$ cat src/rtl/esid_pkg.sv
package esid_pkg;
  typedef enum logic [1:0] {
    CLS_COR = 2'b00,
    CLS_UNF = 2'b01,
    CLS_FAT = 2'b10,
    CLS_RSV = 2'b11
  } err_cls_e;

  localparam int NUM_SRC = 2;   // 0: internal, 1: link
  localparam int SRC_INT = 0;
  localparam int SRC_LNK = 1;
  localparam int NUM_CLS = 2;   // 0: correctable, 1: uncorrectable

  typedef struct packed {
    logic unc;
    logic cor;
  } cls_hit_t;
endpackage

$ cat src/rtl/esid_classify.sv
module esid_classify
  import esid_pkg::*;
(
  input  logic     vld_i,
  input  err_cls_e cls_i,
  input  logic     en_i,
  output cls_hit_t hit_o
);
  always_comb begin
    hit_o = '0;
    if (vld_i && en_i) begin
      unique case (cls_i)
        CLS_COR:          hit_o.cor = 1'b1;
        CLS_UNF, CLS_FAT: hit_o.unc = 1'b1;
        default:          hit_o = '0;  // reserved code ignored
      endcase
    end
  end
endmodule

$ cat src/rtl/esid_field.sv
module esid_field #(
  parameter int                ID_W     = 16,
  parameter logic [ID_W-1:0]   LOCAL_ID = 16'h0010
) (
  input  logic            clk_i,
  input  logic            rst_ni,
  input  logic            en_i,
  input  logic            int_hit_i,
  input  logic            lnk_hit_i,
  input  logic [ID_W-1:0] lnk_id_i,
  input  logic            clr_i,
  output logic [ID_W-1:0] id_o,
  output logic            flag_o
);
  logic [ID_W-1:0] id_q, id_d;
  logic            flag_q, flag_d;
  logic            cap;

  assign cap = !flag_q && (int_hit_i || lnk_hit_i);

  always_comb begin
    id_d   = id_q;
    flag_d = flag_q;
    if (cap) begin
      id_d   = lnk_hit_i ? lnk_id_i : LOCAL_ID;  // link message wins a tie
      flag_d = 1'b1;
    end else if (en_i && clr_i) begin
      flag_d = 1'b0;
    end
  end

  // only power-on reset clears sticky state
  always_ff @(posedge clk_i or negedge rst_ni) begin
    if (!rst_ni) begin
      id_q   <= '0;
      flag_q <= 1'b0;
    end else begin
      id_q   <= id_d;
      flag_q <= flag_d;
    end
  end

  assign id_o   = id_q;
  assign flag_o = flag_q;

  p_hold_when_set_r3: assert property (@(posedge clk_i) disable iff (!rst_ni)
    flag_q |=> $stable(id_q));

  p_link_wins_r4: assert property (@(posedge clk_i) disable iff (!rst_ni)
    (!flag_q && lnk_hit_i) |=> (id_q == $past(lnk_id_i)));

  p_local_id_r5: assert property (@(posedge clk_i) disable iff (!rst_ni)
    (!flag_q && int_hit_i && !lnk_hit_i) |=> (id_q == LOCAL_ID));

  p_cap_sets_flag_r6: assert property (@(posedge clk_i) disable iff (!rst_ni)
    (!flag_q && (int_hit_i || lnk_hit_i)) |=> flag_q);

  p_clear_r7: assert property (@(posedge clk_i) disable iff (!rst_ni)
    (flag_q && en_i && clr_i) |=> (!flag_q && $stable(id_q)));

  p_sys_rst_hold_r9: assert property (@(posedge clk_i) disable iff (!rst_ni)
    !en_i |=> ($stable(id_q) && $stable(flag_q)));
endmodule

$ cat src/rtl/err_src_id_cap.sv
module err_src_id_cap
  import esid_pkg::*;
#(
  parameter int              ID_W     = 16,
  parameter logic [ID_W-1:0] LOCAL_ID = 16'h0010,
  localparam int             REG_W    = NUM_CLS * ID_W
) (
  input  logic             clk_i,
  input  logic             rst_ni,
  input  logic             sys_rst_ni,
  input  logic             int_vld_i,
  input  logic [1:0]       int_cls_i,
  input  logic             lnk_vld_i,
  input  logic [1:0]       lnk_cls_i,
  input  logic [ID_W-1:0]  lnk_rid_i,
  input  logic             clr_ce_i,
  input  logic             clr_ue_i,
  output logic [REG_W-1:0] src_id_o,
  output logic             ce_first_o,
  output logic             ue_first_o
);
  logic                       en;
  logic     [NUM_SRC-1:0]     src_vld;
  err_cls_e [NUM_SRC-1:0]     src_cls;
  cls_hit_t [NUM_SRC-1:0]     src_hit;
  logic     [NUM_CLS-1:0]     int_hit, lnk_hit, clr, flag;
  logic     [NUM_CLS-1:0][ID_W-1:0] fld_id;

  assign en = sys_rst_ni;

  assign src_vld[SRC_INT] = int_vld_i;
  assign src_vld[SRC_LNK] = lnk_vld_i;
  assign src_cls[SRC_INT] = err_cls_e'(int_cls_i);
  assign src_cls[SRC_LNK] = err_cls_e'(lnk_cls_i);

  for (genvar s = 0; s < NUM_SRC; s++) begin : g_src
    esid_classify u_cls (
      .vld_i (src_vld[s]),
      .cls_i (src_cls[s]),
      .en_i  (en),
      .hit_o (src_hit[s])
    );
  end

  assign int_hit = {src_hit[SRC_INT].unc, src_hit[SRC_INT].cor};
  assign lnk_hit = {src_hit[SRC_LNK].unc, src_hit[SRC_LNK].cor};
  assign clr     = {clr_ue_i, clr_ce_i};

  for (genvar c = 0; c < NUM_CLS; c++) begin : g_fld
    esid_field #(.ID_W(ID_W), .LOCAL_ID(LOCAL_ID)) u_fld (
      .clk_i     (clk_i),
      .rst_ni    (rst_ni),
      .en_i      (en),
      .int_hit_i (int_hit[c]),
      .lnk_hit_i (lnk_hit[c]),
      .lnk_id_i  (lnk_rid_i),
      .clr_i     (clr[c]),
      .id_o      (fld_id[c]),
      .flag_o    (flag[c])
    );
  end

  assign src_id_o   = fld_id;  // upper = uncorrectable, lower = correctable
  assign ce_first_o = flag[0];
  assign ue_first_o = flag[1];

  p_rsv_ignored_r2: assert property (@(posedge clk_i) disable iff (!rst_ni)
    (!ce_first_o && !ue_first_o && !(int_vld_i && int_cls_i != 2'b11)
     && !(lnk_vld_i && lnk_cls_i != 2'b11)) |=> ($stable(src_id_o)));

  p_both_classes_r8: assert property (@(posedge clk_i) disable iff (!rst_ni)
    (sys_rst_ni && !ce_first_o && !ue_first_o && lnk_vld_i && lnk_cls_i == 2'b00
     && int_vld_i && int_cls_i[0] != int_cls_i[1])
    |=> (ce_first_o && ue_first_o));
endmodule

$ cat config.mk
export PLATFORM = sky130hd
export DESIGN_NAME = err_src_id_cap
export DESIGN_NICKNAME = d
export VERILOG_FILES = /design/src/rtl/esid_pkg.sv /design/src/rtl/esid_classify.sv /design/src/rtl/esid_field.sv /design/src/rtl/err_src_id_cap.sv
export SDC_FILE = /design/constraint.sdc
export NUM_CORES = 1
export LEC_CHECK = 0
export ABC_AREA = 0
export CAP_MARGIN = 20
export CORE_ASPECT_RATIO = 1.75
export CORE_MARGIN = 5
export CORE_UTILIZATION = 30
export CTS_BUF_LIST = sky130_fd_sc_hd__clkbuf_16
export CTS_CLUSTER_DIAMETER = 100
export DETAILED_ROUTE_END_ITERATION = 16
export SLEW_MARGIN = 20
export SYNTH_ARGS = -nofsm -noshare
export SYNTH_HDL_FRONTEND = slang
export SYNTH_SLANG_ARGS = --single-unit
$ cat constraint.sdc
create_clock -name clk_i -period 3.2 [get_ports clk_i]
set_input_delay 0.64 -clock clk_i [delete_from_list [all_inputs] [get_ports clk_i]]
set_output_delay 0.64 -clock clk_i [all_outputs]
set_load 0.01 [all_outputs]
==> results.py, run 1 <==
metrics = {
    "setup_path": {
        "cp.arrival_ns": 2.24,
        "ff2ff_path_depth": 3,
        "critPathMaxFanout": 16,
        "critPathKind": "primary input to flop",
        "reg2reg_from": "g_fld[0].u_fld.flag_o",
        "startpoint": "lnk_cls_i[0]",
        "crit_path_end_kind": "flop",
        "worstSetupStartpointType": "primary input",
        "cp_data_required_time_ns": 3.34,
    },
    "detailed_routing": {
        "drt_first_pass_iters": 4,
        "ant_nets": 0,
        "drc_errors": 0,
        "drt_iter0_markers": 17,
        "wl_um": 3470,
        "via_per_inst": 4.92,
        "vias": 1023,
        "wire_per_inst_um": 16.7,
    },
    "hold_path": {
        "whs_path_depth": 1,
        "min_path_type": "flop to flop",
        "min_from": "g_fld[1].u_fld.id_o[14]",
    },
    "floorplanning": {
        "start_util_pct": 30.4,
        "dieHeight_um": 98.0,
        "die_w_um": 60.3,
        "coreArea_um2": 4360,
        "num_rows": 32,
        "die_area_um2": 5910,
        "pin_count": 61,
    },
    "global_routing": {
        "grt.total_usage_pct": 12.7,
        "grt_pass1_vias": 1160,
        "grt_pass1_wl_um": 5610,
        "grt_max_degree": 35,
        "grt_antenna_before_repair": 0,
        "grt-ovfl-total": 0,
    },
    "clock_tree": {
        "cts_tree": "done",
        "postCtsHoldBufs": 0,
        "htreeDepth": 2,
        "path_clk_slew_ns": 0.05,
        "cts_buffers": 5,
        "numClockSinks": 34,
        "clk_path_buf_depth": 2,
        "insertion_delay_ns": 0.27,
        "post_cts_resized": 0,
        "cts_setup_buffers": 0,
        "cts-root-buf": "clkbuf_16",
    },
    "placed_design": {
        "place.gp.congestion": 0.655,
        "placedCellCount": 200,
        "dp_hpwl_um": 2570,
        "port_buffers": 60,
    },
    "logic_synthesis": {
        "ys_seq_area_share_pct": 64.0,
        "synth_cell_types": 12,
        "yosysWarnings": 0,
        "syn_area_um2": 1330,
        "synthCells": 94,
        "synth.net_count": 123,
        "synth.avg_cell_area_um2": 14.1,
        "synth.area.top_cells": "dfrtp_1, a22o_1, buf_8",
        "yosys.area.top_type": "dfrtp_1",
        "synth_top_area_share_pct": 64.0,
        "synth-seq-cells": 34,
    },
    "finish": {
        "antennaDiodeCount": 0,
        "fin_cells": 208,
        "final_nets": 185,
        "final_cell_mix": "clkdlybuf4s50_1, dfrtp_1, a22o_1",
        "area_growth_pct": 56.2,
        "layout_commonest_cell": "clkdlybuf4s50_1",
        "drive_gt1_share_pct": 5.73,
    },
    "power_and_ir_drop": {
        "p_sw_uw": 384,
        "vdd_drop_max_uv": 372,
        "p_sw_share_pct": 26.0,
        "p_int_mw": 1.09,
        "power_mw": 1.48,
        "clkPwrFrac_pct": 29.6,
        "p_seq_share_pct": 40.9,
        "leakage_nw": 0.977,
        "p_comb_share_pct": 29.5,
        "power_density_nw_per_um2": 712,
    },
    "timing": {
        "setup_viol": 0,
        "skew_ns": 0.00322,
        "slew_headroom_pct": 59.3,
        "min_period_ns": 2.10,
        "setup_tns_ns": 0,
        "max_freq_mhz": 476,
        "slew_violations": 0,
        "grt_setup_unrepaired": "no",
        "finalHoldViolCount": 0,
        "period_share_pct": 65.6,
        "worst_slew_pin_slew_ns": 0.611,
    },
    "flow_run": {
        "maxCapViolations": 0,
    },
    "outcome": {
        "outcome": "complete, no violations",
    },
}
==> per-layer routing <==
metal / wire length (um) / part of all wire [%] / GRT usage [%]
met2: 1850 / 53 / 20.0
met4: 46 / 1.3 / 6.14
met1: 1310 / 38 / 15.2
met3: 258 / 7.4 / 4.23
met5: 0 / 0 / 0
==> logic make-up after synthesis <==
| group | count (synthesis) | synth area share, % |
|---|---|---|
| flip-flops | 34 | 64.0 |
| AND/OR/NAND/NOR | 12 | 5.84 |
| adder cells (fa/ha/maj) | 2 | 1.88 |
| buffers and inverters | 12 | 6.40 |
| AO/OA/AOI/OAI | 34 | 21.8 |
==> metrics by stage <==
stage	utilization [%]	hold WS (ns)	instance area, um^2	worst slack, ns
final	47.6	0.498	2080	1.10
after global routing	47.6	0.512	2080	0.972
after CTS	47.6	0.501	2080	1.08
after detailed placement	44.4	0.485	1940	0.797
after global placement	44.4	0.485	1940	0.847
after floorplan	-	0.344	1330	1.49
==> path summary, 6_finish.rpt <==
kind / end / slack [ns]
worst min register to register: g_fld[1].u_fld.id_o[14] / 0.50
worst min-delay path: g_fld[1].u_fld.id_o[14] / 0.50
worst max register to register: g_fld[0].u_fld.id_o[4] / 1.75
max in group asynchronous: g_fld[0].u_fld.id_o[0] / 2.13
worst max-delay path: g_fld[1].u_fld.id_o[4] / 1.10
min in group asynchronous: g_fld[0].u_fld.id_o[9] / 0.77
==> synthesized netlist by cell type <==
library cell	n
dfrtp_1	34
a22o_1	32
inv_1	6
nand2_1	6
a21oi_1	2
and4b_1	2
buf_2	2
buf_6	2
buf_8	2
ha_1	2
nand3b_2	2
nor2b_1	2
==> power by group through the flow <==
stage / clock network [mW] / logic, mW / registers [mW]
after floorplan: 0 / 0.116 / 0.646
after global placement: 0 / 0.440 / 0.607
after detailed placement: 0 / 0.444 / 0.607
after CTS: 0.450 / 0.445 / 0.604
after global routing: 0.471 / 0.467 / 0.616
final: 0.438 / 0.436 / 0.604
==> worst max-delay path, cell delays in order <==
cell	delay [ns]
clkdlybuf4s50_1	0.46
inv_1	0.04
ha_1	0.29
and4b_1	0.57
nor2b_1	0.19
a21oi_1	0.04
==> layout make-up <==
cell class | instances | area, um^2
fillers | 414 | 2290
flip-flops and latches | 34 | 851
repair buffers | 61 | 608
multi-input cells | 48 | 393
clock buffers | 5 | 125
well taps | 51 | 63.8
inverters | 6 | 22.5
clock inverters | 3 | 12.5
==> state kept, by name (all words and copies together) (netlist names) <==
signal              count
g_fld.u_fld.flag_o      2
g_fld.u_fld.id_o       32
No activity file was read; power rests on OpenSTA's default activity.
==> run 2: changes to the inputs <==
==> constraint.sdc (replaced) <==
create_clock -name clk_i -period 1.8 [get_ports clk_i]
set_input_delay 0.36 -clock clk_i [delete_from_list [all_inputs] [get_ports clk_i]]
set_output_delay 0.36 -clock clk_i [all_outputs]
set_load 0.01 [all_outputs]
==> run 2 against run 1 <==
Hold slack got worse by 0.0079 ns. Die area unchanged. Cell count grew 5.8%. Non-clock buffer count increased by 12. Critical path depth unchanged. Utilization is 2.4 points higher. First-iteration DRC count rose by 5.9%. Clock power grew 80%. Sequential share of layout area is 1.9 points lower. Global-route usage increased by 0.68 points. Sequential cell count stayed put. Sequential power up 77%. Critical path type unchanged. Largest cell class unchanged. Largest power group unchanged.
==> results.py, run 2 (synthesized netlist as in run 1, its figures left out) <==
metrics = {
    "timing": {
        "slew_violations": 0,
        "skew_ns": 0.00456,
        "slew_headroom_pct": 71.9,
        "max_freq_mhz": 609,
        "grt_setup_unrepaired": "no",
        "period_share_pct": 91.2,
        "min_period_ns": 1.64,
        "setup_viol": 0,
        "setup_ws_ns": 0.159,
        "finalHoldViolCount": 0,
        "worst_slew_pin_slew_ns": 0.422,
    },
    "power_and_ir_drop": {
        "vdd_drop_max_uv": 718,
        "p_seq_share_pct": 40.2,
        "p_comb_share_pct": 30.2,
        "p_int_mw": 1.97,
        "clkPwrFrac_pct": 29.6,
        "p_sw_uw": 697,
        "power_density_nw_per_um2": 1220,
        "p_sw_share_pct": 26.2,
        "leakage_nw": 1.04,
    },
    "setup_path": {
        "reg2reg_from": "g_fld[0].u_fld.flag_o",
        "reg2reg_setup_slack_ns": 0.59,
        "worstSetupStartpointType": "primary input",
        "reg2reg_to": "g_fld[0].u_fld.id_o[4]",
        "ff2ff_path_depth": 4,
        "cp_data_required_time_ns": 1.95,
        "critPathMaxFanout": 5,
        "crit_path_end_kind": "flop",
        "critPathKind": "primary input to flop",
        "cp.arrival_ns": 1.80,
    },
    "finish": {
        "fill_cells": 391,
        "design_area_um2": 2180,
        "largest_reg_flops": 32,
        "regArea_um2": 851,
        "final_cell_mix": "clkdlybuf4s50_1, dfrtp_1, a22o_1",
        "multi_input_area_um2": 393,
        "antennaDiodeCount": 0,
        "final_nets": 197,
        "layout_commonest_cell": "clkdlybuf4s50_1",
        "drive_gt1_share_pct": 12.4,
        "area_growth_pct": 63.9,
    },
    "clock_tree": {
        "postCtsHoldBufs": 0,
        "path_clk_slew_ns": 0.05,
        "insertion_delay_ns": 0.27,
        "cts_setup_buffers": 0,
        "cts-root-buf": "clkbuf_16",
        "post_cts_resized": 0,
        "cts_buffers": 5,
        "numClockSinks": 34,
        "clk_path_buf_depth": 2,
        "htreeDepth": 2,
        "cts_tree": "done",
    },
    "floorplanning": {
        "start_util_pct": 30.4,
        "die_w_um": 60.3,
        "dieHeight_um": 98.0,
        "pin_count": 61,
        "num_rows": 32,
        "die_area_um2": 5910,
        "coreArea_um2": 4360,
    },
    "detailed_routing": {
        "wl_um": 3600,
        "drt_first_pass_iters": 4,
        "drt_iter0_markers": 18,
        "vias": 1084,
        "ant_nets": 0,
        "wire_per_inst_um": 16.3,
        "drc_errors": 0,
        "via_per_inst": 4.93,
    },
    "global_routing": {
        "grt.total_usage_pct": 13.4,
        "grt_max_degree": 35,
        "grt-ovfl-total": 0,
        "grt_pass1_vias": 1200,
        "grt_antenna_before_repair": 0,
        "grt_pass1_wl_um": 5890,
    },
    "placed_design": {
        "dp_slack_ns": -0.113,
        "port_buffers": 60,
        "place.gp.congestion": 0.698,
        "dp_hpwl_um": 2740,
        "dpl_cell_area_um2": 2040,
    },
    "outcome": {
        "outcome": "complete, no violations",
    },
    "hold_path": {
        "min_path_type": "primary input to asynchronous set/reset pin",
    },
    "flow_run": {
        "maxCapViolations": 0,
    },
}
run 2: worst max-delay path: stages:
cell             delay [ns]
clkdlybuf4s50_1        0.45
inv_1                  0.04
ha_1                   0.30
and4b_1                0.25
buf_4                  0.17
a22o_1                 0.23
run 2: final cells by class:
type                            count  area share [%]
Tap cell                           51            2.93
Clock buffer                        5            5.74
Timing Repair Buffer               73            32.6
Sequential cell                    34            39.1
Inverter                            6            1.03
Multi-Input combinational cell     48            18.0
Clock inverter                      3           0.574
run 2: worst max path at each step:
stage	startpoint	end	slack, ns	cells after the start
after CTS	lnk_cls_i[1]	g_fld[1].u_fld.id_o[9]	0.16	6
after global placement	lnk_cls_i[0]	g_fld[1].u_fld.id_o[8]	-0.11	6
after floorplan	lnk_cls_i[0]	g_fld[1].u_fld.id_o[0]	0.37	6
after detailed placement	lnk_cls_i[1]	g_fld[1].u_fld.id_o[9]	-0.11	6
final	lnk_cls_i[0]	g_fld[1].u_fld.id_o[8]	0.16	6
after global routing	lnk_cls_i[0]	g_fld[1].u_fld.id_o[3]	0.12	6
run 2: per-stage QoR:
step / hold slack, ns / utilization [%] / cells / power [mW] / setup TNS (ns)
floorplan: 0.0644 / - / 94 / 1.35 / 0
global placement: 0.488 / 46.8 / 212 / 1.89 / -1.32
detailed placement: 0.485 / 46.8 / 212 / 1.90 / -1.54
CTS: 0.501 / 49.9 / 220 / 2.69 / 0
global route: 0.506 / 49.9 / 220 / 2.79 / 0
finish: 0.490 / 49.9 / 220 / 2.67 / 0
run 2: power groups by stage:
| stage | clock [mW] | combinational (mW) | sequential, mW |
|---|---|---|---|
| after floorplan | 0 | 0.206 | 1.15 |
| after global placement | 0 | 0.809 | 1.08 |
| after detailed placement | 0 | 0.819 | 1.08 |
| after CTS | 0.799 | 0.822 | 1.07 |
| after global routing | 0.836 | 0.860 | 1.10 |
| final | 0.789 | 0.806 | 1.07 |
run 2: metal layers:
layer	vias to the layer above	share of wire, %	GRT usage [%]
li1	497	-	-
met1	534	39	15.6
met2	43	49	20.1
met3	10	8.1	5.16
met4	0	3.6	8.53
met5	-	0	0
